**src/rtl/fdl_pkg.sv**
```systemverilog
// Package: shared register map and flag positions for the link byte port.
// Assumes a two-bit host address space.
package fdl_pkg;
    localparam int REG_ADDR_W = 2;

    typedef enum logic [REG_ADDR_W-1:0] {
        REG_RXBYTE = 2'd0,
        REG_TXBYTE = 2'd1,
        REG_STATUS = 2'd2,
        REG_MASK   = 2'd3
    } reg_sel_e;

    // Flags occupy consecutive status bits from FLAG_BASE: full, then overrun.
    localparam int FLAG_BASE  = 2;
    localparam int NUM_FLAGS  = 2;
    localparam int FLAG_FULL  = 0;
    localparam int FLAG_OVR   = 1;
    localparam int MASK_BIT   = 2;
endpackage

```
**src/rtl/fdl_rx_assembler.sv**
```systemverilog
// Module: collects single-cycle link bit strobes, LSB first, into a byte.
// ESF: completes on the DATA_W-th bit. D4: completes on the multiframe
// strobe, with a same-cycle bit included and bits above D4_BITS cleared.
// Assumes strobes are synchronous to clk. No destuffing is applied.
module fdl_rx_assembler #(
    parameter int DATA_W  = 8,
    parameter int D4_BITS = 6
) (
    input  logic              clk,
    input  logic              rst_n,
    input  logic              mode_d4,
    input  logic              bit_stb,
    input  logic              bit_in,
    input  logic              mf_stb,
    output logic              byte_done,
    output logic [DATA_W-1:0] byte_out
);
    localparam int CNT_W = $clog2(DATA_W + 1);
    localparam int IDX_W = $clog2(DATA_W);
    localparam logic [CNT_W-1:0]  FULL_CNT = CNT_W'(DATA_W);
    localparam logic [CNT_W-1:0]  LAST_CNT = CNT_W'(DATA_W - 1);
    localparam logic [DATA_W-1:0] D4_MASK  = DATA_W'((1 << D4_BITS) - 1);

    logic [DATA_W-1:0] acc_q, acc_ins;
    logic [CNT_W-1:0]  cnt_q, cnt_ins;
    logic              room;

    // Place the strobed bit at the next free position.
    always_comb begin
        acc_ins = acc_q;
        cnt_ins = cnt_q;
        room    = (cnt_q < FULL_CNT);
        if (bit_stb && room) begin
            acc_ins[cnt_q[IDX_W-1:0]] = bit_in;
            cnt_ins = cnt_q + 1'b1;
        end
    end

    // Decide completion per mode and trim unused D4 bits.
    always_comb begin
        if (mode_d4) begin
            byte_done = mf_stb;
            byte_out  = acc_ins & D4_MASK;
        end else begin
            byte_done = bit_stb && (cnt_q == LAST_CNT);
            byte_out  = acc_ins;
        end
    end

    // Hold the partial byte; start afresh after each completion.
    always_ff @(posedge clk) begin
        if (!rst_n) begin
            acc_q <= '0;
            cnt_q <= '0;
        end else if (byte_done) begin
            acc_q <= '0;
            cnt_q <= '0;
        end else begin
            acc_q <= acc_ins;
            cnt_q <= cnt_ins;
        end
    end
endmodule

```
**src/rtl/fdl_tx_serializer.sv**
```systemverilog
// Module: presents one bit of a shadow byte per slot, LSB first, and
// reloads the shadow from the host byte after the last valid bit
// (DATA_W-1 in ESF, D4_BITS-1 in D4). Assumes slot strobes last one cycle.
module fdl_tx_serializer #(
    parameter int DATA_W  = 8,
    parameter int D4_BITS = 6
) (
    input  logic              clk,
    input  logic              rst_n,
    input  logic              mode_d4,
    input  logic              slot_stb,
    input  logic [DATA_W-1:0] host_byte,
    output logic              tx_bit
);
    localparam int IDX_W = $clog2(DATA_W);
    localparam logic [IDX_W-1:0] ESF_LAST = IDX_W'(DATA_W - 1);
    localparam logic [IDX_W-1:0] D4_LAST  = IDX_W'(D4_BITS - 1);

    logic [DATA_W-1:0] shadow_q;
    logic [IDX_W-1:0]  idx_q;
    logic [IDX_W-1:0]  last_idx;

    // Last bit position depends on framing mode.
    always_comb last_idx = mode_d4 ? D4_LAST : ESF_LAST;

    // Current slot bit.
    always_comb tx_bit = shadow_q[idx_q];

    // Advance on each slot; wrap and reload after the last bit.
    always_ff @(posedge clk) begin
        if (!rst_n) begin
            shadow_q <= '0;
            idx_q    <= '0;
        end else if (slot_stb) begin
            if (idx_q >= last_idx) begin
                idx_q    <= '0;
                shadow_q <= host_byte;
            end else begin
                idx_q <= idx_q + 1'b1;
            end
        end
    end
endmodule

```
**src/rtl/fdl_host_regs.sv**
```systemverilog
// Module: host-visible registers: receive byte, transmit byte, latched
// write-one-to-clear flags (full, overrun) and the interrupt mask.
// Setting a flag wins over clearing it in the same cycle.
module fdl_host_regs
    import fdl_pkg::*;
#(
    parameter int DATA_W = 8
) (
    input  logic                  clk,
    input  logic                  rst_n,
    input  logic                  wr_en,
    input  logic [REG_ADDR_W-1:0] addr,
    input  logic [DATA_W-1:0]     wdata,
    output logic [DATA_W-1:0]     rdata,
    input  logic                  rx_done,
    input  logic [DATA_W-1:0]     rx_byte,
    output logic [DATA_W-1:0]     rx_data,
    output logic [DATA_W-1:0]     tx_byte,
    output logic                  full,
    output logic                  ovr,
    output logic                  mask_en,
    output logic                  irq_n
);
    logic [NUM_FLAGS-1:0] flag_q, flag_set, flag_clr;
    logic                 wr_stat;
    reg_sel_e             sel;

    always_comb sel     = reg_sel_e'(addr);
    always_comb wr_stat = wr_en && (sel == REG_STATUS);

    // Set sources: completion sets full; completion on a full register sets overrun.
    always_comb begin
        flag_set            = '0;
        flag_set[FLAG_FULL] = rx_done;
        flag_set[FLAG_OVR]  = rx_done && flag_q[FLAG_FULL];
    end

    genvar g;
    generate
        for (g = 0; g < NUM_FLAGS; g++) begin : g_flag
            // Clear request from the matching status bit.
            assign flag_clr[g] = wr_stat && wdata[FLAG_BASE + g];

            // Latched flag, set priority over clear.
            always_ff @(posedge clk) begin
                if (!rst_n)            flag_q[g] <= 1'b0;
                else if (flag_set[g])  flag_q[g] <= 1'b1;
                else if (flag_clr[g])  flag_q[g] <= 1'b0;
            end
        end
    endgenerate

    // Receive byte loads only on completion.
    always_ff @(posedge clk) begin
        if (!rst_n)       rx_data <= '0;
        else if (rx_done) rx_data <= rx_byte;
    end

    // Host-written transmit byte and mask bit.
    always_ff @(posedge clk) begin
        if (!rst_n) begin
            tx_byte <= '0;
            mask_en <= 1'b0;
        end else if (wr_en) begin
            if (sel == REG_TXBYTE) tx_byte <= wdata;
            if (sel == REG_MASK)   mask_en <= wdata[MASK_BIT];
        end
    end

    // Combinational read mux.
    always_comb begin
        rdata = '0;
        case (sel)
            REG_RXBYTE: rdata = rx_data;
            REG_TXBYTE: rdata = tx_byte;
            REG_STATUS: rdata[FLAG_BASE +: NUM_FLAGS] = flag_q;
            REG_MASK:   rdata[MASK_BIT] = mask_en;
            default:    rdata = '0;
        endcase
    end

    always_comb full  = flag_q[FLAG_FULL];
    always_comb ovr   = flag_q[FLAG_OVR];
    // Interrupt output, active low.
    always_comb irq_n = ~(flag_q[FLAG_FULL] & mask_en);
endmodule

```
**src/rtl/fdl_byte_port.sv**
```systemverilog
// Module: top of the T1 link byte port. Joins the receive assembler,
// transmit serializer and host registers. Assumes all strobes are
// single-cycle and synchronous to clk.
module fdl_byte_port
    import fdl_pkg::*;
#(
    parameter int DATA_W  = 8,
    parameter int D4_BITS = 6
) (
    input  logic                  clk,
    input  logic                  rst_n,
    input  logic                  mode_d4,
    input  logic                  rx_bit_stb,
    input  logic                  rx_bit,
    input  logic                  rx_mf_stb,
    input  logic                  tx_slot_stb,
    output logic                  tx_bit,
    input  logic                  reg_wr,
    input  logic [REG_ADDR_W-1:0] reg_addr,
    input  logic [DATA_W-1:0]     reg_wdata,
    output logic [DATA_W-1:0]     reg_rdata,
    output logic                  irq_n
);
    logic              rx_done;
    logic [DATA_W-1:0] rx_byte;
    logic [DATA_W-1:0] rx_data;
    logic [DATA_W-1:0] tx_byte;
    logic              full, ovr, mask_en;

    fdl_rx_assembler #(.DATA_W(DATA_W), .D4_BITS(D4_BITS)) u_rx (
        .clk(clk), .rst_n(rst_n), .mode_d4(mode_d4),
        .bit_stb(rx_bit_stb), .bit_in(rx_bit), .mf_stb(rx_mf_stb),
        .byte_done(rx_done), .byte_out(rx_byte)
    );

    fdl_tx_serializer #(.DATA_W(DATA_W), .D4_BITS(D4_BITS)) u_tx (
        .clk(clk), .rst_n(rst_n), .mode_d4(mode_d4),
        .slot_stb(tx_slot_stb), .host_byte(tx_byte), .tx_bit(tx_bit)
    );

    fdl_host_regs #(.DATA_W(DATA_W)) u_regs (
        .clk(clk), .rst_n(rst_n), .wr_en(reg_wr), .addr(reg_addr),
        .wdata(reg_wdata), .rdata(reg_rdata),
        .rx_done(rx_done), .rx_byte(rx_byte), .rx_data(rx_data),
        .tx_byte(tx_byte), .full(full), .ovr(ovr), .mask_en(mask_en),
        .irq_n(irq_n)
    );
endmodule

```
**config.mk**
```make
export PLATFORM = sky130hd
export DESIGN_NAME = fdl_byte_port
export DESIGN_NICKNAME = d
export VERILOG_FILES = /design/src/rtl/fdl_pkg.sv /design/src/rtl/fdl_rx_assembler.sv /design/src/rtl/fdl_tx_serializer.sv /design/src/rtl/fdl_host_regs.sv /design/src/rtl/fdl_byte_port.sv
export SDC_FILE = /design/constraint.sdc
export NUM_CORES = 1
export LEC_CHECK = 0
export ABC_AREA = 1
export BUFFER_PORTS_ARGS = -buffer_cell sky130_fd_sc_hd__buf_2
export CAP_MARGIN = 20
export CORE_ASPECT_RATIO = 0.7
export CORE_UTILIZATION = 47
export DETAILED_ROUTE_END_ITERATION = 8
export PLACE_DENSITY_LB_ADDON = 0.15
export SLEW_MARGIN = 10
export SYNTH_ARGS = -nofsm -noshare
export SYNTH_HDL_FRONTEND = slang
export SYNTH_SLANG_ARGS = --single-unit
```
**constraint.sdc**
```tcl
create_clock -name clk -period 2.1 [get_ports clk]
set_input_delay 0.42 -clock clk [delete_from_list [all_inputs] [get_ports clk]]
set_output_delay 0.42 -clock clk [all_outputs]
set_load 0.05 [all_outputs]
```
# After elaboration in Yosys (flattened, before gate mapping)
# Cells that the tools add are included.
dict set report classes {
  n_addsub 2
  order_cmp 5
  eq_ne 4
  mux 18
  bitwise 3
  reduce_logical 14
}
# operator count
set ops {}
lappend ops {{two-way mux 8 bit} 2}
lappend ops {{bitwise mux 8 bit} 1}
lappend ops {{less-than comparator 3 x 4 -> 1 bit, second input constant} 2}
lappend ops {{case mux 4 bit (2 select lines)} 1}
lappend ops {{logical AND 1 bit} 7}
lappend ops {{two-way mux 1 bit} 7}
lappend ops {{AND reduction 2 bit} 3}
lappend ops {{adder 4 x 1 -> 4 bit, second input constant} 1}
lappend ops {{== test 2 bit, second input constant} 2}
lappend ops {{== test 4 x 3 -> 1 bit, second input constant} 1}
lappend ops {{less-than comparator 4 bit, second input constant} 1}
lappend ops {{case mux 1 bit (4 select lines)} 1}
lappend ops {{case mux 2 bit (2 select lines)} 1}
lappend ops {{nonzero test 2 bit} 2}
lappend ops {{adder 3 x 1 -> 3 bit, second input constant} 1}
lappend ops {{binary-select mux 1 bit (select 3 bit)} 1}
lappend ops {{demux 1 bit (select 3 bit)} 1}
lappend ops {{>= comparator 3 x 1 -> 1 bit, second input constant} 1}
lappend ops {{>= comparator 3 bit} 1}
lappend ops {{two-way mux 3 bit} 1}
lappend ops {{case mux 1 bit (3 select lines)} 1}
lappend ops {{== test 2 x 1 -> 1 bit, second input constant} 1}
lappend ops {{zero test 2 bit} 1}
lappend ops {{two-way mux 2 bit} 1}
lappend ops {{other kinds (3)} 4}
dict set report word_totals {
  reg_bits 42
  inputBits 18
  out_inout_bits 10
  elab_cells 55
}

# Longest topological paths before layout
# Gate-level depths: netlist (run 1).
dict set report depth {
  word_depth 7
  ltp_mapped 9
  ltp_nobuf 8
}

# Hierarchy
# Synthesis (run 1) repeated with hierarchy kept, for this count alone.
dict set report hier_totals {
  hier_cells 317
  hier_area_um2 2117.0
}
# module instances cells_per_inst area_per_inst_um2 seq_area_each_um2
set by_module_without_submodules {}
lappend by_module_without_submodules {fdl_host_regs 1 117 837.1 380.4}
lappend by_module_without_submodules {fdl_rx_assembler 1 108 693.2 240.2}
lappend by_module_without_submodules {fdl_tx_serializer 1 92 586.8 220.2}

# Least setup slack after synthesis (run 1)
# No wires, ideal clock.
dict set report synth_timing {
  path_kind {input-to-output}
  startpoint {input reg_addr[1]}
  endpoint {output reg_rdata[6]}
  arrival_ns 1.903
  t_required_ns 1.680
  slack_ns -0.223
  path_stages 4
  n_path_buf 1
  cell_sequence {buf_2 -> nor2_1 -> inv_1 -> o21ai_0}
}
dict set report synth_via {
  elab_chain_cells 2
  elab_cells_between_ends 3
  classes_between {eq/ne (1); mux (1); reduce/logical (1)}
}
# element line_no
set synth_lines {}
lappend synth_lines {{from (decl)} fdl_byte_port.sv:19} ;# input logic [REG_ADDR_W-1:0] reg_addr,
lappend synth_lines {{== test 2 x 1 -> 1 bit / zero test 2 bit (equally long branches)} fdl_host_regs.sv:73} ;# case (sel)
lappend synth_lines {{case mux 4 bit (2 select lines) *} fdl_host_regs.sv:73}
lappend synth_lines {{to (decl)} fdl_byte_port.sv:21} ;# output logic [DATA_W-1:0] reg_rdata,
# Every way passes the cells marked *; elsewhere a longest branch is shown, timed or not.

# Worst setup path in the final report (run 1)
dict set report layout_timing {
  startpoint {input reg_addr[1]}
  endpoint {output reg_rdata[3]}
}
dict set report layout_via {
  elab_chain_cells 2
  elab_cells_between_ends 4
  classes_between {eq/ne (2); mux (1); reduce/logical (1)}
}
# element line_no
set layout_lines {}
lappend layout_lines {{== test 2 bit (tied with other cells)} fdl_host_regs.sv:73}
lappend layout_lines {{case mux 1 bit (3 select lines) *} fdl_host_regs.sv:73}
# Marked as above.

==> out/results.ini, run 1 <==
[run]
cap_violations = 0

[timing]
relSlewSlack_pct = 71.1
fin_tns_setup_ns = 0
hold_ws_ns = 0.405
post-route-period-util_pct = 90.5
fmax_mhz = 526
grt_setup_unrepaired = false
skew_ns = 0.00290
fin_crit_ns = 1.90
setup_viol = 0
worst_slew_pin_slew_ns = 0.433
hold_violations = 0
drv_slew = 0

[yosys]
synth_area_leader_cell = dfxtp_1
ys_top_cells_by_area = dfxtp_1, nand2_1, nor2_1
ys_types = 26
synth.cell_area_um2 = 1970
avgSynthCellArea_um2 = 6.97
ys_warn_count = 0
ys_ff_latch = 42
synth_fp_nets = 304
syn_inst = 283
yosysSeqAreaShare_pct = 42.6
synth_top_cell_area_share_pct = 42.6

[critical_path]
crit_type = input port to primary output
crit_start = reg_addr[1]
cp.arrival_ns = 1.48
rr_worst_depth = 6
start_kind = input port
r2r_slack_ns = 0.57
crit_fanout = 8
r2r_end = u_regs.rx_data[7]
crit_path_end_kind = primary output
endpoint = reg_rdata[3]
required_ns = 1.68
reg2reg_from = u_rx.cnt_q[1]

[place]
hpwl_mm = 3.12
port_buffers = 27
place_inst = 355
finalWeightedCongestion = 0.792

[finish]
n_fill_cell = 397
antenna_cells = 0
fin_nets = 331
finalNonFillerCells = 362
syn2layout_area_growth_pct = 11.7
register_area_um2 = 841
drive_gt1_share_pct = 13.2
multi_input_area_um2 = 920

[global_routing]
first_global_vias = 1561
grt_pass1_wl_mm = 7.27
grt_overflow = 0
grt_usage_pct = 21.3
antenna_found_initial = 0
grt_start_max_net_pins = 28

[routing]
finalWirelength_mm = 4.08
drcViolationCount = 0
drt-initial-drc-count = 82
via_count = 1762
wl_per_cell_um = 11.3
firstDrtPassIters = 4
ant_nets = 0
routed_via_density = 4.87

[clock_network]
cts-root-buf = clkbuf_8
clock_latency_ns = 0.29
cts.path.max_buffers = 2
cts_made_buffers = 5
cts_resized = 0
cts_setup_buffers = 0
htreeDepth = 2
path_clk_slew_ns = 0.07
cts.sink_count = 42
cts_tree = built
cts_hold_buf = 0

[die]
die_w_um = 79.4
coreArea_um2 = 3970
start_util_pct = 49.7
die_area_um2 = 4470
die_h_um = 56.2
num_rows = 19
pin_count = 28

[outcome]
status = finished, final reports clean

[worst_hold_path]
min_path_type = input port to flip-flop

[power_and_ir_drop]
p_per_area_nw_per_um2 = 691
peakVddDrop_v = 0.000336
p_leak_nw = 1.04

==> per-stage QoR <==
step | cell area, um^2 | setup WS (ns) | utilization, % | total power, mW
finish | 2200 | 0.200 | 55.5 | 1.52
global route | 2200 | 0.0661 | 55.5 | 1.61
CTS | 2200 | 0.193 | 55.5 | 1.54
detailed placement | 2130 | 0.218 | 53.5 | 1.06
global placement | 2130 | 0.266 | 53.5 | 1.06
floorplan | 1970 | -0.223 | - | 1.01
==> registers in the layout (all words and copies together) (netlist names) <==
name            flops
u_regs.mask_en      1
u_rx.acc_q          8
u_tx.idx_q          3
u_tx.shadow_q       8
u_regs.ovr          1
u_regs.tx_byte      8
u_regs.rx_data      8
u_rx.cnt_q          4
u_regs.full         1
==> layout make-up <==
type	instances	area share, %
multi-input cells	190	41.7
flip-flops and latches	42	38.1
inverters	44	7.49
repair buffers	27	6.13
clock buffers	5	3.12
well taps	52	2.95
clock inverters	2	0.454
==> logic make-up after synthesis <==
logic type               Yosys count  synth area share (%)
flip-flops                        42                  42.6
AO/OA/AOI/OAI                     50                  14.0
adder cells (fa/ha/maj)            3                  1.90
buffers and inverters             51                  10.8
AND/OR/NAND/NOR                  135                  29.9
XOR/XNOR                           2                 0.888
==> cells in the mapped netlist <==
cell type	instances
nand2_1	57
nor2_1	47
dfxtp_1	42
inv_1	42
o21ai_0	25
nand3_1	22
a21oi_1	13
o22ai_1	6
ha_1	3
o21bai_1	3
buf_2	2
buf_6	2
clkbuf_1	2
inv_2	2
nand3_2	2
nand4_1	2
xor2_1	2
a21o_1	1
buf_4	1
nand2_4	1
nand3b_1	1
nand4_4	1
nor2_4	1
nor3_1	1
o2111ai_1	1
o221ai_1	1
==> placed cells by master (no fill, tap or decap), types with 2 or more instances in the layout <==
cell and n:
ha_1 3, nand2_1 57, o22ai_1 6, nand3_1 22, buf_2 27, o21bai_1 3, nand4_1 2, clkinv_2 2
clkbuf_8 5, dfxtp_1 42, a21oi_1 13, inv_2 2, nor2_1 47, inv_1 42, o21ai_0 25, xor2_1 2
nand3_2 2
==> metal layers <==
metal,vias up,wire length (um),GRT usage (%)
met2,38,1610,28.2
met4,0,36,6.23
met5,-,0,0
met3,4,255,6.56
met1,767,2180,32.3
li1,953,-,-
==> how the worst min path moves through the flow <==
stage                         to              start  cells past startpoint
6_report       u_regs.tx_byte[7]       reg_wdata[7]                      3
5_1_grt        u_regs.tx_byte[5]       reg_wdata[5]                      3
4_1_cts        u_regs.tx_byte[7]       reg_wdata[7]                      3
3_5_place_dp   u_regs.rx_data[7]  u_regs.rx_data[7]                      2
3_3_place_gp      u_regs.mask_en     u_regs.mask_en                      2
2_1_floorplan  u_regs.rx_data[6]  u_regs.rx_data[6]                      2
==> power breakdown <==
part / total, mW / leakage, nW / switching [mW] / internal, mW
clock: 0.484 / 0.0438 / 0.261 / 0.223
combinational: 0.199 / 0.657 / 0.135 / 0.0637
sequential: 0.842 / 0.342 / 0.0185 / 0.823
==> worst max-delay path, cell delays in order <==
cell and delay [ns]:
buf_2 0.14, nor2_1 0.23, inv_1 0.16, o221ai_1 0.23
buf_2 0.30
Note: power is estimated with default switching activity, not from simulation.
==> inputs of run 2 (changes only) <==
==> constraint.sdc (replaced) <==
create_clock -name clk -period 2.1 [get_ports clk]
set_input_delay 0.42 -clock clk [delete_from_list [all_inputs] [get_ports clk]]
set_output_delay 0.42 -clock clk [all_outputs]
set_load 0.02 [all_outputs]
==> out/results.ini, run 2 (same netlist as run 1, synthesis figures left out) <==
[outcome]
status = finished, final reports clean

[finish]
mostFrequentLayoutCell = nand2_1
final_util_pct = 56.5  ; +0.98 points
final_cell_mix = nand2_1, nor2_1, inv_1, dfxtp_1, buf_2
antenna_cells = 0  ; unchanged
syn2layout_area_growth_pct = 13.7
drive_gt1_share_pct = 13.5  ; +0.24 points
n_fill_cell = 402  ; +1.3%
fin_nets = 332  ; +0.30%

[routing]
wl_per_cell_um = 11.4  ; +1.2%
firstDrtPassIters = 4  ; unchanged
drt-initial-drc-count = 100  ; +22%
via_count = 1819  ; +3.2%
finalWirelength_mm = 4.15  ; +1.7%
drcViolationCount = 0  ; unchanged
ant_nets = 0  ; unchanged
routed_via_density = 5.00  ; +2.7%

[power_and_ir_drop]
p_leak_nw = 1.06  ; +1.2%
p_int_mw = 1.24  ; +12%
power.switching_mw = 0.416  ; +0.40%
peakVddDrop_v = 0.000353  ; +5.1%
pwr-share-clk_pct = 38.3  ; +6.5 points
p_comb_share_pct = 10.9  ; -2.1 points
seq_power_share_pct = 50.7  ; -4.5 points
switching_share_pct = 25.1  ; -2.1 points
p_per_area_nw_per_um2 = 739  ; +6.9%

[place]
finalWeightedCongestion = 0.823  ; +3.8%
hpwl_mm = 3.07  ; -1.7%
port_buffers = 27  ; unchanged

[timing]
skew_ns = 0.00772  ; +0.00482 ns
hold_violations = 0  ; unchanged
drv_slew = 0  ; unchanged
worst_slew_pin_slew_ns = 0.443  ; +0.0106 ns
post-route-period-util_pct = 87.7  ; -2.7 points
hold_ws_ns = 0.406  ; +0.00126 ns
setup_viol = 0  ; unchanged
fin_crit_ns = 1.84  ; -0.0569 ns
grt_setup_unrepaired = false
relSlewSlack_pct = 70.4  ; -0.71 points
fin_tns_setup_ns = 0  ; unchanged
fmax_mhz = 543  ; +3.1%

[critical_path]
cp_top_family = flip-flops
critPathMostFrequentCell = nand2_1
required_ns = 1.68  ; about the same
crit_buf_inv = 2  ; -1
path_cells = inv_1 -> o21ai_0 -> o22ai_1 -> nand2_1 -> nand2_1 -> buf_2
cp.arrival_ns = 1.42  ; -0.06 ns
rr_worst_depth = 6  ; unchanged
crit_type = flip-flop to primary output
cp.depth = 6  ; +1
cpMaxStageDelayCell = dfxtp_1
cp_slowest_stage_delay_ns = 0.47  ; +0.17 ns
crit_fanout = 8  ; unchanged
crit_path_end_kind = primary output
start_kind = flip-flop

[global_routing]
grt_use_met3_pct = 4.92  ; -1.6 points
met1_usage_pct = 32.0  ; -0.34 points
grt_use_met2_pct = 28.0  ; -0.24 points
grt_usage_pct = 20.6  ; -0.65 points
top_usage_layer = met1
grt_pass1_wl_mm = 7.16  ; -1.6%
grt_start_max_net_pins = 18  ; -36%
first_global_vias = 1584  ; +1.5%
grt_overflow = 0  ; unchanged
antenna_found_initial = 0  ; unchanged

[die]
die_w_um = 79.4  ; unchanged
die_area_um2 = 4470  ; unchanged
start_util_pct = 49.7  ; unchanged
num_rows = 19  ; unchanged
coreArea_um2 = 3970  ; unchanged
pin_count = 28  ; unchanged
die_h_um = 56.2  ; unchanged

[clock_network]
path_clk_slew_ns = 0.08  ; about the same
cts_made_buffers = 5  ; unchanged
cts_setup_buffers = 0  ; unchanged
cts.path.max_buffers = 2  ; unchanged
cts.sink_count = 42  ; unchanged
cts_tree = built
cts_hold_buf = 0  ; unchanged
cts-root-buf = clkbuf_8
htreeDepth = 2  ; unchanged
cts_resized = 0  ; unchanged
clock_latency_ns = 0.30  ; about the same

[worst_hold_path]
min_path_type = input port to flip-flop
min_path_cells = 3  ; unchanged

[run]
cap_violations = 0  ; unchanged

run 2: cell count changes in the layout (fill, tap and decap cells not counted):
| cell | delta |
|---|---|
| clkinvlp_4 | +1 |
| bufinv_16 | +1 |
| clkbuf_1 | +1 |
| clkinv_2 | -2 |
| buf_4 | +1 |
run 2: metrics by stage:
stage          setup WS [ns]  instances  total power, mW  area (um^2)
2_1_floorplan          0.388        283            0.987         1970
3_3_place_gp           0.347        356             1.04         2130
3_5_place_dp           0.315        356             1.04         2130
4_1_cts                0.243        364             1.67         2240
5_1_grt               0.0887        364             1.73         2240
6_report               0.257        364             1.66         2240
run 2: final cells by class:
class	count	area (um^2)	share of cell area (%)
multi-input combinational	190	920	41.0
sequential	42	841	37.5
inverter	44	165	7.36
timing repair buffer	28	143	6.36
clock buffer	6	72.6	3.23
tap	52	65.1	2.90
clock inverter	2	37.5	1.67
run 2: final timing paths:
check                         start           endpoint  slack (ns)
hold / removal               rx_bit      u_rx.acc_q[7]        0.41
hold reg to reg   u_regs.rx_data[7]  u_regs.rx_data[7]        0.46
setup reg to reg      u_rx.cnt_q[1]  u_regs.rx_data[6]        0.52
setup / recovery      u_tx.idx_q[0]             tx_bit        0.26
run 2: routing by layer:
layer  wire, um  part of all wire, %  up-vias
met2       1650                   40       34
met1       2280                   55      825
met4         31                 0.75        0
li1           -                    -      955
met5          0                    0        -
met3        192                  4.6        5
run 2: worst register-to-register path: cells and delay by family (launching register included):
kind,cells,cell delay (ns)
flip-flops,1,0.47
adder cells (fa/ha/maj),1,0.26
AND/OR/NAND/NOR,4,0.65
buffers and inverters,1,0.09
run 2: power groups by stage:
stage | registers, mW | logic, mW | clock network [mW]
after floorplan | 0.854 | 0.133 | 0
after global placement | 0.860 | 0.179 | 0
after detailed placement | 0.860 | 0.180 | 0
after CTS | 0.842 | 0.182 | 0.648
after global routing | 0.846 | 0.208 | 0.679
final | 0.842 | 0.181 | 0.636
